--- src/rtl/secs_rtc_pkg.sv ---
package secs_rtc_pkg;

    typedef enum logic [1:0] {
        BUS_IDLE,
        BUS_SETUP,
        BUS_ACCESS
    } bus_state_e;

    localparam logic [11:0] OFF_DATA  = 12'h000;
    localparam logic [11:0] OFF_ALARM = 12'h004;
    localparam logic [11:0] OFF_LOAD  = 12'h008;
    localparam logic [11:0] OFF_CTRL  = 12'h00C;
    localparam logic [11:0] OFF_MASK  = 12'h010;
    localparam logic [11:0] OFF_RAW   = 12'h014;
    localparam logic [11:0] OFF_MSTAT = 12'h018;
    localparam logic [11:0] OFF_CLEAR = 12'h01C;
    localparam logic [6:0]  ID_BLOCK  = 7'h7F;  // 0xFE0..0xFFF

    function automatic logic [7:0] id_byte(input logic [2:0] idx);
        logic [7:0] b;
        unique case (idx)
            3'd0: b = 8'h31;
            3'd1: b = 8'h10;
            3'd2: b = 8'h14;
            3'd3: b = 8'h00;
            3'd4: b = 8'h0D;
            3'd5: b = 8'hF0;
            3'd6: b = 8'h05;
            3'd7: b = 8'hB1;
            default: b = 8'h00;
        endcase
        return b;
    endfunction

endpackage

--- src/rtl/secs_rtc_bus.sv ---
module secs_rtc_bus
    import secs_rtc_pkg::*;
(
    input  logic clk,
    input  logic rst_n,
    input  logic psel,
    input  logic penable,
    input  logic pwrite,
    output logic wr_stb
);

    bus_state_e state_q, state_d;

    always_ff @(posedge clk or negedge rst_n) begin
        if (!rst_n) state_q <= BUS_IDLE;
        else        state_q <= state_d;
    end

    always_comb begin
        state_d = state_q;
        unique case (state_q)
            BUS_IDLE:   if (psel && !penable) state_d = BUS_SETUP;
            BUS_SETUP:  if (!psel) state_d = BUS_IDLE;
                        else if (penable) state_d = BUS_ACCESS;
            BUS_ACCESS: state_d = (psel && !penable) ? BUS_SETUP : BUS_IDLE;
            default:    state_d = BUS_IDLE;
        endcase
    end

    always_comb begin
        wr_stb = 1'b0;
        unique case (state_q)
            BUS_SETUP: wr_stb = psel && penable && pwrite;
            default:   wr_stb = 1'b0;
        endcase
    end


    wr_phase_chk: assert property (@(posedge clk) disable iff (!rst_n)
        wr_stb |-> $past(psel && !penable));

endmodule

--- src/rtl/secs_rtc_count.sv ---
module secs_rtc_count #(
    parameter int CLKS_PER_SEC = 50_000_000,
    parameter int CW           = 32
) (
    input  logic          clk,
    input  logic          rst_n,
    input  logic          load_en,
    input  logic [CW-1:0] load_val,
    output logic [CW-1:0] count,
    output logic [CW-1:0] next_count,
    output logic          tick
);

    localparam int PW = (CLKS_PER_SEC > 1) ? $clog2(CLKS_PER_SEC) : 1;
    localparam logic [PW-1:0] PRE_LAST = PW'(CLKS_PER_SEC - 1);

    logic [PW-1:0] pre_q;

    assign next_count = count + 1'b1;
    assign tick       = (pre_q == PRE_LAST) && !load_en;

    always_ff @(posedge clk or negedge rst_n) begin
        if (!rst_n) begin
            pre_q <= '0;
            count <= '0;
        end else if (load_en) begin
            pre_q <= '0;
            count <= load_val;
        end else if (tick) begin
            pre_q <= '0;
            count <= next_count;
        end else begin
            pre_q <= pre_q + 1'b1;
        end
    end


    pre_range_chk: assert property (@(posedge clk) disable iff (!rst_n)
        pre_q <= PRE_LAST);


    count_hold_chk: assert property (@(posedge clk) disable iff (!rst_n)
        (!tick && !load_en) |=> $stable(count));

endmodule

--- src/rtl/secs_rtc_int.sv ---
module secs_rtc_int (
    input  logic clk,
    input  logic rst_n,
    input  logic set,
    input  logic clr,
    input  logic mask_wr,
    input  logic mask_val,
    output logic raw,
    output logic mask,
    output logic irq
);

    always_ff @(posedge clk or negedge rst_n) begin
        if (!rst_n) begin
            raw  <= 1'b0;
            mask <= 1'b0;
        end else begin
            if (set)      raw <= 1'b1;
            else if (clr) raw <= 1'b0;
            if (mask_wr)  mask <= mask_val;
        end
    end

    assign irq = raw & mask;


    set_prio_chk: assert property (@(posedge clk) disable iff (!rst_n)
        set |=> raw);


    clr_takes_chk: assert property (@(posedge clk) disable iff (!rst_n)
        (clr && !set) |=> !raw);


    raw_cause_chk: assert property (@(posedge clk) disable iff (!rst_n)
        $rose(raw) |-> $past(set));

endmodule

--- src/rtl/secs_rtc.sv ---
module secs_rtc
    import secs_rtc_pkg::*;
#(
    parameter int CLKS_PER_SEC = 50_000_000
) (
    input  logic        clk,
    input  logic        rst_n,
    input  logic        psel,
    input  logic        penable,
    input  logic        pwrite,
    input  logic [11:0] paddr,
    input  logic [31:0] pwdata,
    output logic [31:0] prdata,
    output logic        irq
);

    localparam int DW = 32;

    logic          wr_stb;
    logic          aligned;
    logic [DW-1:0] alarm_q, load_q, count, next_count;
    logic          tick, raw, mask;
    logic          wr_alarm, wr_load, wr_mask, wr_clear;

    assign aligned  = (paddr[1:0] == 2'b00);
    assign wr_alarm = wr_stb && aligned && (paddr[11:2] == OFF_ALARM[11:2]);
    assign wr_load  = wr_stb && aligned && (paddr[11:2] == OFF_LOAD[11:2]);
    assign wr_mask  = wr_stb && aligned && (paddr[11:2] == OFF_MASK[11:2]);
    assign wr_clear = wr_stb && aligned && (paddr[11:2] == OFF_CLEAR[11:2]);

    secs_rtc_bus u_bus (
        .clk     (clk),
        .rst_n   (rst_n),
        .psel    (psel),
        .penable (penable),
        .pwrite  (pwrite),
        .wr_stb  (wr_stb)
    );

    secs_rtc_count #(.CLKS_PER_SEC(CLKS_PER_SEC), .CW(DW)) u_count (
        .clk        (clk),
        .rst_n      (rst_n),
        .load_en    (wr_load),
        .load_val   (pwdata),
        .count      (count),
        .next_count (next_count),
        .tick       (tick)
    );

    secs_rtc_int u_int (
        .clk      (clk),
        .rst_n    (rst_n),
        .set      (tick && (next_count == alarm_q)),
        .clr      (wr_clear),
        .mask_wr  (wr_mask),
        .mask_val (pwdata[0]),
        .raw      (raw),
        .mask     (mask),
        .irq      (irq)
    );

    always_ff @(posedge clk or negedge rst_n) begin
        if (!rst_n) begin
            alarm_q <= '0;
            load_q  <= '0;
        end else begin
            if (wr_alarm) alarm_q <= pwdata;
            if (wr_load)  load_q  <= pwdata;
        end
    end

    always_comb begin
        prdata = '0;
        if (aligned) begin
            if (paddr[11:5] == ID_BLOCK) begin
                prdata = {24'h0, id_byte(paddr[4:2])};
            end else begin
                unique case (paddr)
                    OFF_DATA:  prdata = count;
                    OFF_ALARM: prdata = alarm_q;
                    OFF_LOAD:  prdata = load_q;
                    OFF_CTRL:  prdata = 32'd1;
                    OFF_MASK:  prdata = {31'h0, mask};
                    OFF_RAW:   prdata = {31'h0, raw};
                    OFF_MSTAT: prdata = {31'h0, raw & mask};
                    default:   prdata = '0;
                endcase
            end
        end
    end


    load_commit_chk: assert property (@(posedge clk) disable iff (!rst_n)
        wr_load |=> (count == $past(pwdata)) && (load_q == $past(pwdata)));


    alarm_keep_chk: assert property (@(posedge clk) disable iff (!rst_n)
        !wr_alarm |=> $stable(alarm_q));

endmodule

--- config.mk ---
export PLATFORM = sky130hd
export DESIGN_NAME = secs_rtc
export DESIGN_NICKNAME = d
export VERILOG_FILES = /design/src/rtl/secs_rtc_pkg.sv /design/src/rtl/secs_rtc_bus.sv /design/src/rtl/secs_rtc_count.sv /design/src/rtl/secs_rtc_int.sv /design/src/rtl/secs_rtc.sv
export SDC_FILE = /design/constraint.sdc
export NUM_CORES = 1
export LEC_CHECK = 0
export CORE_AREA = 2 2 135 137
export CTS_BUF_LIST = sky130_fd_sc_hd__clkbuf_2
export CTS_CLUSTER_DIAMETER = 120
export CTS_CLUSTER_SIZE = 28
export DETAILED_ROUTE_END_ITERATION = 16
export DIE_AREA = 0 0 137 139
export PLACE_DENSITY = 0.66
export REMOVE_ABC_BUFFERS = 1
export SLEW_MARGIN = 30
export SYNTH_ARGS = -nofsm -noshare
export SYNTH_HDL_FRONTEND = slang
export SYNTH_SLANG_ARGS = --single-unit
--- constraint.sdc ---
create_clock -name clk -period 3.4 [get_ports clk]
set_clock_uncertainty 0.15 [all_clocks]
set_input_delay 1.02 -clock clk [delete_from_list [all_inputs] [get_ports clk]]
set_output_delay 1.02 -clock clk [all_outputs]
set_load 0.1 [all_outputs]
Yosys cells after proc, flatten, opt, wreduce, memory -nomap -nowiden
Memory sizes are Yosys's and may differ from the RTL's.
Index checks and enable logic that the tools add are counted.
{ "totals": {"latchBits": 0, "mem_bits_rw": 0, "in_bits": 49, "memories": 1, "romBits": 56, "word_cells": 61, "ff_bits": 126, "output_inout_bits": 33} }
{ "op_classes": {"bitwise_logic": 1, "reduce_logical": 18, "n_mux": 15, "div": 0, "order_cmp": 0, "shift": 0, "addsub": 2, "eq_ne": 17, "n_mul": 0} }
{ "memory_table": {"columns": ["memory", "words", "width", "read_ports", "rd_ports_with_merged_regs", "write_ports", "line", "source"], "rows": [
  ["(name not given)", 8, 7, 1, 0, 0, "secs_rtc_pkg.sv:21", "unique case (idx)"]
]} }
{ "ops": {"columns": ["operator", "count"], "rows": [
  ["$pmux W32 S7", 1],
  ["$mux W32", 4],
  ["$mux W26", 2],
  ["$eq A12 B5 Y1 const B", 3],
  ["$add A32 B1 Y32 const B", 1],
  ["$eq A32 B32 Y1", 1],
  ["$add A26 B1 Y26 const B", 1],
  ["$eq A26 B26 Y1 const B", 1],
  ["$eq A12 B4 Y1 const B", 2],
  ["$eq A10 B3 Y1 const B", 2],
  ["$eq A12 B3 Y1 const B", 1],
  ["$logic_not A12 Y1", 1],
  ["$eq A10 B1 Y1 const B", 1],
  ["$eq A10 B2 Y1 const B", 1],
  ["$logic_and A1 B1 Y1", 10],
  ["$eq A7 B7 Y1 const B", 1],
  ["$mux W2", 3],
  ["$pmux W2 S3", 1],
  ["$logic_not A2 Y1", 2],
  ["$mux W1", 4],
  ["$reduce_bool A2 Y1", 2],
  ["$ne A3 B3 Y1 const B", 1],
  ["$eq A2 B1 Y1 const B", 1],
  ["$eq A2 B2 Y1 const B", 1],
  ["4 further kinds", 5]
]} }

Logic depth before layout (Yosys ltp)
{ "depth": {"word_depth": 9, "mapped_depth": 10, "mapped_depth_nobuf": 8} }

By module
A second synthesis with hierarchy kept.
{ "hier_totals": {"cells_unflattened": 760, "area_unflattened_um2": 7673.6} }
{ "by_module_without_submodules": {"columns": ["module", "instances", "cells_per_inst", "area_per_inst_um2"], "rows": [
  ["secs_rtc", 1, 314, 3806.2],
  ["secs_rtc_count", 1, 434, 3707.3],
  ["secs_rtc_int", 1, 6, 82.6],
  ["secs_rtc_bus", 1, 6, 77.6]
]} }

Worst setup path before layout
No wires, ideal clock.
{ "synth_path": {"kind": "input port to output port", "from": "input port paddr[1]", "to": "output port prdata[2]", "setup_slack_ps": -2063, "cell_stages": 6, "path_buffers": 2, "arrival_ps": 4293, "path_cell_list": "or2_1 buf_2 nand3b_1 or2_2 clkbuf_1 o21ai_0"} }
{ "synth_between": {"elab_chain_len": 4, "word_cells_on_any_way": 11, "cone_classes": "6 x eq/ne; 3 x mux; 2 x reduce/logical"} }
{ "synth_lines": {"columns": ["item", "line", "source"], "rows": [
  ["start, declared", "secs_rtc.sv:11", "input logic [11:0] paddr,"],
  ["$eq A12 B5 Y1 (tied with other cells)", "secs_rtc.sv:78", "unique case (paddr)"],
  ["$pmux W32 S7", "secs_rtc.sv:78", null],
  ["$mux W32", "secs_rtc.sv:75", "if (paddr[11:5] == ID_BLOCK) begin"],
  ["$mux W32 *", "secs_rtc.sv:74", "if (aligned) begin"],
  ["end, declared", "secs_rtc.sv:13", "output logic [31:0] prdata,"]
]} }
Mark *: on every way between the ends. The rest lies on a longest branch, timed or not.

Worst setup path after layout
{ "layout_path": {"from": "input port paddr[5]", "to": "output port prdata[5]"} }
{ "layout_between": {"elab_chain_len": 4, "word_cells_on_any_way": 11, "cone_classes": "7 x eq/ne; 3 x mux; 1 x reduce/logical"} }
{ "layout_lines": {"columns": ["item", "line"], "rows": [
  ["$eq A12 B5 Y1 (tied with other cells)", "secs_rtc.sv:78"],
  ["$pmux W32 S7", "secs_rtc.sv:78"],
  ["$mux W32 *", "secs_rtc.sv:75"],
  ["$mux W32 *", "secs_rtc.sv:74"]
]} }
Marks and branches as above.

==> qor.log <==
INFO  outcome        status=finished with violations
INFO  outcome        violations_in_the_final_reports=negative setup slack
INFO  synth          yosysTopAreaCellShare=41.3%
INFO  floorplanning  rows=49
INFO  routing        drt-wirelength-per-cell=17.0um
INFO  synth          synth_cells=865
INFO  timing         final_hold_viol_count=0
INFO  critical_path  path_max_fanout=5
INFO  cells_and_area layout_cells_sized_above_1=23.5%
INFO  timing         timing.final.setup_violations=32
INFO  routing        antenna_violating_nets_post_route=0
INFO  cts            htree_num_levels=4
INFO  synth          post_synth_cell_types=74
INFO  cells_and_area final_core_utilization=55.8%
INFO  cells_and_area final_cell_area=0.00985mm2
INFO  timing         clock.fmax=0.260GHz
INFO  cts            tritoncts.num_buffers=17
INFO  timing         tightest_slew=567ps
INFO  pwr            total_power=2.78mW
INFO  timing         fin_hold_ws=86.9ps
INFO  synth          share_of_flip_flops_with_an_asynchronous_set_or_reset_after_synthesis=100%
INFO  synth          postSynthAreaPerCell=8.82um2
INFO  cts            tritoncts_clock_tree=yes
INFO  critical_path  worst-setup-path-type=in -> out
INFO  timing         grt_setup_unrepaired=yes
INFO  critical_path  crit_path_start_kind=primary input
INFO  floorplanning  vertical_die_dimension=139um
INFO  routing        post-route-drc-count=0
INFO  timing         setup_slack=-441ps
INFO  critical_path  reg2reg_depth=8
INFO  floorplanning  boundaryPins=82
INFO  cts            clkSlewWorstSetupHoldPaths=180ps
INFO  global_routing gr-usage-all-layers=22.2%
INFO  min_path       min-delay-path-class=in -> async
INFO  critical_path  r2r-end=u_int.raw$_DFFE_PN0P_
INFO  run            drv.max_cap_violation_count=0
INFO  floorplanning  core_region_area=0.0177mm2
INFO  place          preCtsSetupSlack=-933ps
INFO  global_routing grt_pass1_wl=33,400um
INFO  critical_path  r2r_start=u_count.count[1]$_DFFE_PN0P_
INFO  critical_path  cp.required=2230ps
INFO  synth          synth_seq_cells=126
INFO  floorplanning  initial_core_util=43.2%
INFO  critical_path  worst-endpoint-arrival=2670ps
INFO  place          postPlaceCellArea=0.00914mm2
INFO  critical_path  worst_setup_path_end_kind=output pin
INFO  synth          syn-cell-area=0.00763mm2
INFO  timing         layout_worst_path_cycle_share=113%
INFO  cts            clock_sink_count=126
INFO  routing        drt-total-wl=20,500um
INFO  routing        vias_per_cell=5.49
INFO  cts            clock_path_buffers=2
INFO  critical_path  setup.reg_to_reg.worst_slack=390ps
INFO  global_routing grt_pass1_vias=6,589
INFO  routing        detail_route.first_pass.iterations=7
INFO  routing        route.vias.total=6,645
INFO  global_routing antenna_found_initial=1
INFO  synth          yosysSeqAreaShare=41.3%
INFO  timing         layout_min_cycle_time=3840ps
INFO  place          port-buffer-count=81
INFO  synth          yosysWarningCount=0
INFO  place          finalWeightedCongestion=0.855
INFO  routing        initialDrtViolationCount=450
INFO  synth          synth_top_area_cell=sky130_fd_sc_hd__dfrtp_1
INFO  pwr            worst_ir_drop_vdd=0.162mV
INFO  global_routing grt_overflow=0
INFO  cts            clock_insertion_delay_worst_skew=740ps
INFO  timing         finalMaxSlewViolations=0
INFO  global_routing grt_max_degree=54
INFO  floorplanning  die_width=137um
INFO  place          hpwl_dp=14,200um
INFO  synth          cell_types_occupying_the_most_area_after_synthesis=sky130_fd_sc_hd__dfrtp_1 41%, sky130_fd_sc_hd__nand2_1 6.7%, sky130_fd_sc_hd__xnor2_1 6.7%
INFO  synth          postSynth.topFlopCell=sky130_fd_sc_hd__dfrtp_1
INFO  timing         max_slew_margin=62.2%
INFO  pwr            power.density_cell_area=282mW/mm2
INFO  pwr            p_leak=4.23nW
INFO  cells_and_area area.growth.synth_to_final=29.2%
INFO  floorplanning  die-area=0.0190mm2
INFO  cts            clock-root-buffer=sky130_fd_sc_hd__clkbuf_2
INFO  cells_and_area fin_nets=1,018
INFO  synth          synth-edff-count=0
[critical path: stages]
cell and delay, ps:
sky130_fd_sc_hd__buf_8 100, sky130_fd_sc_hd__nor4_4 290, sky130_fd_sc_hd__nand3b_1 240, sky130_fd_sc_hd__or2_4 350, sky130_fd_sc_hd__nor2_4 110, sky130_fd_sc_hd__a22o_1 160, sky130_fd_sc_hd__a22oi_2 60, sky130_fd_sc_hd__nor2_2 140
sky130_fd_sc_hd__buf_12 190
[layer usage]
layer / part of all wire, % / vias up / wire length, um / track usage (%)
met5: 0 / - / 0 / 0
met4: 2.0 / 0 / 418 / 8.03
met3: 4.7 / 31 / 966 / 3.84
met2: 49 / 180 / 9980 / 35.9
met1: 45 / 3242 / 9150 / 29.8
li1: - / 3192 / - / -
[registers in the layout, summed over array words and instances, names as in the netlist]
name,flops
alarm_q,32
u_int.mask,1
load_q,32
u_count.count,32
u_count.pre_q,26
u_bus.state_q,2
u_int.raw,1
[Yosys cell counts (all sizes together) (3+ instances only)]
| cell | n |
|---|---|
| and3 | 11 |
| dfrtp | 126 |
| or4 | 6 |
| o21ai | 49 |
| nor4 | 8 |
| nand3 | 23 |
| a31oi | 4 |
| and4 | 8 |
| a21oi | 36 |
| xnor2 | 58 |
| a211oi | 3 |
| inv | 13 |
| and2 | 6 |
| clkbuf | 30 |
| or2 | 4 |
| buf | 29 |
| mux2 | 31 |
| o211ai | 3 |
| or3 | 10 |
| a21boi | 3 |
| xor2 | 34 |
| nor3 | 20 |
| mux2i | 32 |
| nand4 | 21 |
| nor4b | 4 |
| nor2 | 121 |
| nand2 | 136 |
| o31ai | 3 |
| nand2b | 4 |
[layout by cell type, fill, tap and decap left out, types with 5 or more instances in the layout]
cell	count
sky130_fd_sc_hd__a21oi_1	36
sky130_fd_sc_hd__and2_1	6
sky130_fd_sc_hd__and3_1	9
sky130_fd_sc_hd__and4_1	5
sky130_fd_sc_hd__buf_12	39
sky130_fd_sc_hd__buf_2	5
sky130_fd_sc_hd__buf_4	49
sky130_fd_sc_hd__buf_6	6
sky130_fd_sc_hd__clkbuf_2	20
sky130_fd_sc_hd__clkdlybuf4s50_1	35
sky130_fd_sc_hd__dfrtp_1	126
sky130_fd_sc_hd__inv_1	11
sky130_fd_sc_hd__mux2_2	30
sky130_fd_sc_hd__mux2i_1	32
sky130_fd_sc_hd__nand2_1	135
sky130_fd_sc_hd__nand3_1	23
sky130_fd_sc_hd__nand4_1	16
sky130_fd_sc_hd__nor2_1	90
sky130_fd_sc_hd__nor2_4	27
sky130_fd_sc_hd__nor3_1	17
sky130_fd_sc_hd__o21ai_0	44
sky130_fd_sc_hd__or3_1	9
sky130_fd_sc_hd__or4_1	5
sky130_fd_sc_hd__xnor2_1	58
sky130_fd_sc_hd__xor2_1	34
[cell type report]
| cell class | count | area [um2] |
|---|---|---|
| fillers | 1586 | 7800 |
| multi-input cells | 667 | 4400 |
| flip-flops and latches | 126 | 3150 |
| repair buffers | 142 | 1720 |
| well taps | 229 | 287 |
| clock inverters | 12 | 145 |
| clock buffers | 20 | 100 |
| inverters | 13 | 48.8 |
| diodes | 1 | 2.50 |
[report_power, final]
part | internal (mW) | switching, mW
registers | 1.52 | 0.0208
clock network | 0.412 | 0.571
logic | 0.115 | 0.138
[how the worst max path moves through the flow]
| stage | startpoint | to | slack [ps] |
|---|---|---|---|
| floorplan | paddr[1] | u_count.pre_q[10]$_DFF_PN0_ | -3540 |
| global placement | paddr[5] | prdata[5] | -900 |
| detailed placement | paddr[5] | prdata[3] | -930 |
| CTS | paddr[8] | prdata[5] | -420 |
| global route | paddr[5] | prdata[5] | -540 |
| finish | paddr[5] | prdata[5] | -440 |
[cells by family (layout without fill, tap and decap cells)]
| logic type | count (synthesis) | in the layout | share of synthesized area, % |
|---|---|---|---|
| flops | 126 | 126 | 41.3 |
| fa+ha+maj | 2 | 2 | 0.328 |
| simple gates | 388 | 388 | 24.6 |
| xor+xnor | 92 | 92 | 10.6 |
| mux | 63 | 63 | 8.78 |
| other cells | 0 | 1 | 0 |
| compound gates | 122 | 122 | 9.53 |
| buf+inv | 72 | 187 | 4.82 |
[through the flow]
step	std cells	TNS, ps
after detailed placement	1160	-54450
after global placement	1160	-50520
after global routing	1210	-14170
after CTS	1205	-10750
final	1210	-11680
after floorplan	806	-349680
[timing repair]
item	4_1_cts	5_1_grt
setup buffers	13	3
hold buffers	0	0
pin swaps	15	33
gates cloned	0	2
setup endpoints to repair	32	32
hold endpoints to repair	0	0
resized for setup	94	28
(Power assumes the default switching activity.)
